===== config.mk =====
export PLATFORM = sky130hd
export DESIGN_NAME = scp_ctrl_port
export DESIGN_NICKNAME = d
export VERILOG_FILES = /design/src/rtl/scp_pkg.sv /design/src/rtl/scp_edge_sync.sv /design/src/rtl/scp_regbank.sv /design/src/rtl/scp_fs_gate.sv /design/src/rtl/scp_ctrl_port.sv
export SDC_FILE = /design/constraint.sdc
export NUM_CORES = 1
export LEC_CHECK = 0
export BUFFER_PORTS_ARGS = -buffer_cell sky130_fd_sc_hd__clkbuf_2
export CAP_MARGIN = 20
export CORE_AREA = 2 2 95 106
export CTS_CLUSTER_DIAMETER = 200
export DETAILED_ROUTE_END_ITERATION = 8
export DIE_AREA = 0 0 97 108
export PLACE_DENSITY = 0.88
export SKIP_CTS_REPAIR_TIMING = 1
export SLEW_MARGIN = 5
export SYNTH_ARGS = -nofsm -noshare
export SYNTH_HDL_FRONTEND = slang
export SYNTH_SLANG_ARGS = --single-unit

===== constraint.sdc =====
create_clock -name clk -period 4.6 [get_ports clk]
set_input_delay 0.23 -clock clk [delete_from_list [all_inputs] [get_ports clk]]
set_output_delay 0.23 -clock clk [all_outputs]
set_load 0.005 [all_outputs]

===== src/rtl/scp_pkg.sv =====
package scp_pkg;

    localparam int DW     = 8;
    localparam int NSLOT  = 10;
    localparam int SLOT_W = $clog2(NSLOT);

    typedef enum logic [1:0] {
        ST_CMD   = 2'd0,
        ST_WDATA = 2'd1,
        ST_RDATA = 2'd2
    } scp_state_e;

    typedef struct packed {
        logic              valid;
        logic [SLOT_W-1:0] idx;
    } slot_t;

    // maps the 4-bit instruction address onto a dense storage slot
    function automatic slot_t addr_to_slot(input logic [3:0] a);
        slot_t s;
        s.valid = 1'b1;
        unique case (a)
            4'd0:    s.idx = SLOT_W'(0);
            4'd1:    s.idx = SLOT_W'(1);
            4'd2:    s.idx = SLOT_W'(2);
            4'd4:    s.idx = SLOT_W'(3);
            4'd5:    s.idx = SLOT_W'(4);
            4'd6:    s.idx = SLOT_W'(5);
            4'd7:    s.idx = SLOT_W'(6);
            4'd8:    s.idx = SLOT_W'(7);
            4'd9:    s.idx = SLOT_W'(8);
            4'd10:   s.idx = SLOT_W'(9);
            default: begin
                s.valid = 1'b0;
                s.idx   = '0;
            end
        endcase
        return s;
    endfunction

endpackage


===== src/rtl/scp_edge_sync.sv =====
module scp_edge_sync #(
    parameter int         W       = 4,
    parameter logic [W-1:0] RST_VAL = '0
) (
    input  logic         clk,
    input  logic         rst_n,
    input  logic [W-1:0] din,
    output logic [W-1:0] q,
    output logic [W-1:0] rise,
    output logic [W-1:0] fall
);
    logic [W-1:0] prev;

    always_ff @(posedge clk or negedge rst_n) begin
        if (!rst_n) begin
            q    <= RST_VAL;
            prev <= RST_VAL;
        end else begin
            q    <= din;
            prev <= q;
        end
    end

    assign rise = q & ~prev;
    assign fall = ~q & prev;
endmodule


===== src/rtl/scp_regbank.sv =====
module scp_regbank #(
    parameter int DW     = 8,
    parameter int NSLOT  = 10,
    localparam int IW    = $clog2(NSLOT)
) (
    input  logic                clk,
    input  logic                rst_n,
    input  logic                we_i,
    input  logic [IW-1:0]       widx_i,
    input  logic [DW-1:0]       wdata_i,
    input  logic [IW-1:0]       ridx_i,
    output logic [DW-1:0]       rdata_o,
    output logic [NSLOT*DW-1:0] bank_o
);
    logic [DW-1:0] mem [NSLOT];

    for (genvar g = 0; g < NSLOT; g++) begin : g_slot
        always_ff @(posedge clk or negedge rst_n) begin
            if (!rst_n)                            mem[g] <= '0;
            else if (we_i && widx_i == IW'(g))     mem[g] <= wdata_i;
        end
        assign bank_o[g*DW +: DW] = mem[g];
    end

    always_comb begin
        rdata_o = '0;
        for (int i = 0; i < NSLOT; i++)
            if (ridx_i == IW'(i)) rdata_o = mem[i];
    end
endmodule


===== src/rtl/scp_fs_gate.sv =====
module scp_fs_gate #(
    parameter int FS_WAIT = 2,
    localparam int CW     = $clog2(FS_WAIT + 1)
) (
    input  logic clk,
    input  logic rst_n,
    input  logic pdown_i,
    input  logic fs_rise_i,
    output logic pcm_oe_o
);
    logic [CW-1:0] cnt;

    always_ff @(posedge clk or negedge rst_n) begin
        if (!rst_n)                                      cnt <= '0;
        else if (pdown_i)                                cnt <= '0;
        else if (fs_rise_i && cnt != CW'(FS_WAIT))       cnt <= cnt + 1'b1;
    end

    assign pcm_oe_o = !pdown_i && (cnt == CW'(FS_WAIT));
endmodule


===== src/rtl/scp_ctrl_port.sv =====
module scp_ctrl_port
    import scp_pkg::*;
#(
    parameter int FS_WAIT = 2
) (
    input  logic                clk,
    input  logic                rst_n,
    input  logic                csn,
    input  logic                sclk,
    input  logic                sdi,
    input  logic                fs,
    output logic                sdo,
    output logic                sdo_en,
    output logic                pdown_o,
    output logic                pcm_oe,
    output logic [NSLOT*DW-1:0] reg_bank_o
);
    localparam int BCW = $clog2(DW);

    // pin sampling: {fs, sdi, sclk, csn}
    logic [3:0] pin_q, pin_r, pin_f;
    scp_edge_sync #(.W(4), .RST_VAL(4'b0001)) u_sync (
        .clk(clk), .rst_n(rst_n), .din({fs, sdi, sclk, csn}),
        .q(pin_q), .rise(pin_r), .fall(pin_f)
    );

    logic csn_q, sdi_q, sclk_rise, sclk_fall, fs_rise;
    assign csn_q     = pin_q[0];
    assign sclk_rise = pin_r[1];
    assign sclk_fall = pin_f[1];
    assign sdi_q     = pin_q[2];
    assign fs_rise   = pin_r[3];

    scp_state_e    state, state_nx;
    logic [BCW-1:0] bitcnt;
    logic [DW-1:0]  shin, shout;
    logic [DW-1:0]  byte_in, rdata;
    slot_t          cur_slot, wr_slot;
    logic           shift_en, byte_done, abort, we;

    assign shift_en  = sclk_fall && !csn_q;
    assign byte_done = shift_en && bitcnt == BCW'(DW - 1);
    assign abort     = csn_q && bitcnt != '0;
    assign byte_in   = {shin[DW-2:0], sdi_q};
    assign cur_slot  = addr_to_slot(byte_in[6:3]);
    assign we        = byte_done && state == ST_WDATA && wr_slot.valid;

    scp_regbank #(.DW(DW), .NSLOT(NSLOT)) u_bank (
        .clk(clk), .rst_n(rst_n),
        .we_i(we), .widx_i(wr_slot.idx), .wdata_i(byte_in),
        .ridx_i(cur_slot.idx), .rdata_o(rdata), .bank_o(reg_bank_o)
    );

    scp_fs_gate #(.FS_WAIT(FS_WAIT)) u_fs (
        .clk(clk), .rst_n(rst_n), .pdown_i(pdown_o),
        .fs_rise_i(fs_rise), .pcm_oe_o(pcm_oe)
    );

    // next-state logic
    always_comb begin
        state_nx = state;
        if (abort) begin
            state_nx = ST_CMD;                       // ABORT->CMD
        end else if (byte_done) begin
            unique case (state)
                ST_CMD: begin
                    if (!byte_in[1])     state_nx = ST_CMD;   // CMD->CMD
                    else if (byte_in[2]) state_nx = ST_RDATA; // CMD->RDATA
                    else                 state_nx = ST_WDATA; // CMD->WDATA
                end
                ST_WDATA: state_nx = ST_CMD;
                ST_RDATA: state_nx = ST_CMD;
                default:  state_nx = ST_CMD;
            endcase
        end
    end

    // state register
    always_ff @(posedge clk or negedge rst_n) begin
        if (!rst_n) state <= ST_CMD;
        else        state <= state_nx;
    end

    // outputs and datapath
    always_ff @(posedge clk or negedge rst_n) begin
        if (!rst_n) begin
            bitcnt  <= '0;
            shin    <= '0;
            shout   <= '0;
            sdo     <= 1'b0;
            pdown_o <= 1'b1;
            wr_slot <= '0;
        end else begin
            if (abort) begin
                bitcnt <= '0;
            end else if (shift_en) begin
                bitcnt <= bitcnt + 1'b1;
                shin   <= byte_in;
            end
            if (byte_done && state == ST_CMD) begin
                pdown_o <= byte_in[DW-1];
                wr_slot <= cur_slot;
                shout   <= cur_slot.valid ? rdata : '0;
            end
            if (state == ST_RDATA && sclk_rise && !csn_q) begin
                sdo   <= shout[DW-1];
                shout <= {shout[DW-2:0], 1'b0};
            end
        end
    end

    assign sdo_en = (state == ST_RDATA) && !csn_q;
endmodule


==> summary.md <==
| Metric | Value |
|---|---|
| Setup CP Type | reg2reg |
| Post-layout nets | 560 |
| Worst hold slack after final layout | 0.303 ns |
| Leakage power total | 3.40 nW |
| Clk pwr share | 0.424 |
| CTS root buffer | sky130_fd_sc_hd__clkbuf_8 |
| Global Route Usage Sum | 0.309 |
| Total clock buffers created by CTS | 17 |
| Layout cells sized above 1 | 0.409 |
| Clock-pin slew reported for the worst setup and hold paths after clock tree synthesis | 0.06 ns |
| Upper clock frequency limit | 376 MHz |
| Count of placed standard cells in the final layout, fillers left out | 679 |
| Filler cell count | 621 |
| Number of hold violations in the final report | 0 |
| Most Crowded Layer GR | met2 |
| Global-route met2 utilization | 0.504 |
| Count of distinct cell types in the synthesized netlist | 60 |
| Worst vdd ir | 0.419 mV |
| Actual slew at the worst max-slew pin | 1.08 ns |
| Vias post-DR | 4,446 |
| TritonCTS clock tree | built |
| Switching part of the total power | 0.316 |
| Flip-flop and latch count after synthesis | 115 |
| Routed WL | 15,900 um |
| Number of warnings issued by yosys | 0 |
| Number of search-and-repair iterations in the first detailed-routing pass | 6 |
| Number of cells on the worst reg-to-reg path | 5 |
| Period utilisation layout | 0.579 |
| Num ports | 90 |
| Master of the slowest instance on the critical path | sky130_fd_sc_hd__dfrtp_1 |
| First-pass GRT wire length | 24,600 um |
| Met1 track demand over resource in global routing | 0.386 |
| Antenna violations before repair | 0 |
| Number of nets with antenna violations after routing | 0 |
| FF-to-FF End | shout[7] |
| Vertical die dimension | 108 um |
| Slew headroom | 0.281 |
| Met3 track utilization from global routing | 0.0821 |
| Maximum number of pins on one net before global-route repair | 60 |
| Main flop type after synthesis | sky130_fd_sc_hd__dfrtp_1 |
| Number of enable-type register cells in the synthesized netlist | 0 |
| Run status | completed |
| Max Cap Violations | 0 |
| Fraction of registers with async set/reset | 1.00 |
| Number of cells produced by synthesis | 462 |
| Die area | 10,500 um^2 |
| Most common cell after layout, fill and taps aside | sky130_fd_sc_hd__dfrtp_1 |
| Cell count after placement | 642 |
| Required @ worst endpoint | 4.97 ns |
| Total Power Consumption | 3.50 mW |
| Seq pwr share | 0.340 |
| Unrepaired setup endpoints after global routing | no |
| CP startpoint kind | register |
| Final critical-path required period | 2.66 ns |
| Crit path largest cell delay | 0.73 ns |
| Weighted congestion at the end of routability-driven global placement | 0.929 |
| Ordered list of cells on the worst path | nor2b_1, o21bai_1, a32o_1, a211oi_1, o31ai_1 |
| Vias in the first global route | 4,437 |
| Psw | 1.11 mW |
| Layout overhead on the synthesized area | 22.1% |
| Total inserted antenna cells | 0 |
| Origin of the worst setup path | shin[2] |
| Portion of the post-synthesis area used by sequential elements | 0.519 |
| Std cell rows | 37 |
| Congestion Overflow GR | 0 |
| Cell Int Power | 2.40 mW |
| Hold Crit Class | in2async |
| Post-synthesis cell area | 5550 um^2 |
| Std-Cell Core Area | 9310 um^2 |
| Buffers from clock root to sink, at most | 2 |
| CP delay by family, top | compound AO/OA/AOI/OAI gates |
| Max-slew violation total from the final report | 0 |
| Chip width | 97 um |
| Starting density of the core | 0.597 |
| Crit path buf inv count | 0 |
| Commonest cells after routing, fill and taps aside | 113 x sky130_fd_sc_hd__dfrtp_1, 88 x sky130_fd_sc_hd__clkbuf_2, 79 x sky130_fd_sc_hd__mux2_2 |
| Pwr dens | 516 nW/um^2 |
| Final setup violation count | 0 |
| H-tree Lvls | 4 |
| Post-Syn Nets | 472 |
| Data arrival time of the critical path | 3.03 ns |
| TritonCTS Sinks | 115 |
| Largest clock skew in the final design | 0.00567 ns |
| Reg-to-reg slack, setup | 1.94 ns |
| Element type at the critical path end | register |
| Setup total negative slack | 0 ns |
| Clock insertion delay at the later pin of the skew report | 0.53 ns |
| HPWL reported at the end of detailed placement | 10,200 um |
| Combinational fraction of design power | 0.236 |
| Vias per inst | 6.55 |
| Iteration-0 DRC count of the detailed router | 619 |
| Port bufs | 89 |
| DRC violations left | 0 |
| Synthesized area per cell | 12.0 um^2 |
| Routed length per placed instance | 23.4 um |
| Max Fanout on Critical Path | 16 |
| FF-to-FF Start | shin[2] |
-- sequential cells by signal, indices dropped and copies added (netlist names) --
name,count
sdo,1
shin,7
pdown_o,1
shout,8
bitcnt,3
u_bank.bank_o,80
state,2
u_sync.q,4
u_fs.cnt,2
u_sync.prev,2
wr_slot,5
-- logic make-up after synthesis --
| family | Yosys count | synth area share |
|---|---|---|
| AND/OR/NAND/NOR | 88 | 0.0935 |
| XOR/XNOR | 1 | 0.00158 |
| multiplexers | 96 | 0.197 |
| buffers and inverters | 45 | 0.0329 |
| AO/OA/AOI/OAI | 113 | 0.147 |
| flip-flops | 115 | 0.519 |
| adder cells (fa/ha/maj) | 4 | 0.00901 |
-- how the worst max path moves through the flow --
stage,cells past startpoint,to,slack [ns]
6_report,5,shout[7],1.94
5_1_grt,5,shout[7],1.83
4_1_cts,5,shout[7],2.01
3_5_place_dp,5,shout[7],2.15
3_3_place_gp,5,shout[7],2.18
2_1_floorplan,7,u_bank.bank_o[48],2.47
-- metrics by stage --
stage / area (um^2) / worst slack [ns] / utilization
finish: 6780 / 1.94 / 0.729
global route: 6780 / 1.83 / 0.729
CTS: 6720 / 2.01 / 0.722
detailed placement: 6060 / 2.15 / 0.651
global placement: 6060 / 2.18 / 0.651
floorplan: 5550 / 2.47 / -
-- per-layer routing --
layer / part of all wire / wire length (um)
met5: 0 / 0
met3: 0.087 / 1380
met4: 0.040 / 634
met1: 0.39 / 6130
met2: 0.49 / 7770
-- layout make-up --
| type | count | area, um^2 | share of cell area |
|---|---|---|---|
| inverters | 13 | 48.8 | 0.00720 |
| multi-input cells | 302 | 2490 | 0.367 |
| clock buffers | 21 | 459 | 0.0677 |
| clock inverters | 10 | 203 | 0.0299 |
| well taps | 117 | 146 | 0.0216 |
| flip-flops and latches | 115 | 2880 | 0.425 |
| repair buffers | 101 | 551 | 0.0812 |
-- synth_stat cells (all sizes together) (3+ instances only) --
cell type / n / area, um^2
dfrtp: 113 / 2830
mux2: 86 / 995
nand2: 25 / 93.8
clkbuf: 24 / 90.1
o21ai: 24 / 120
nor2: 22 / 87.6
a21oi: 15 / 75.1
inv: 12 / 45.0
nor2b: 12 / 75.1
mux2i: 10 / 100
a22oi: 8 / 60.1
buf: 8 / 43.8
a211o: 7 / 61.3
a22o: 7 / 61.3
nand2b: 7 / 43.8
o21a: 7 / 52.6
a221oi: 6 / 52.6
a32oi: 6 / 52.6
o31ai: 6 / 45.0
a222oi: 5 / 50.1
o21ba: 5 / 50.1
ha: 4 / 50.1
a21o: 3 / 22.5
nand4b: 3 / 41.3
nor3: 3 / 20.0
-- power by group through the flow --
stage          registers (mW)  logic, mW  clock network (mW)
6_report                 1.19      0.825                1.49
4_1_cts                  1.18      0.793                1.49
3_3_place_gp             1.20      0.741                   0
2_1_floorplan            1.10      0.623                   0
3_5_place_dp             1.20      0.763                   0
5_1_grt                  1.20      0.877                1.54
(Power assumes the default switching activity.)
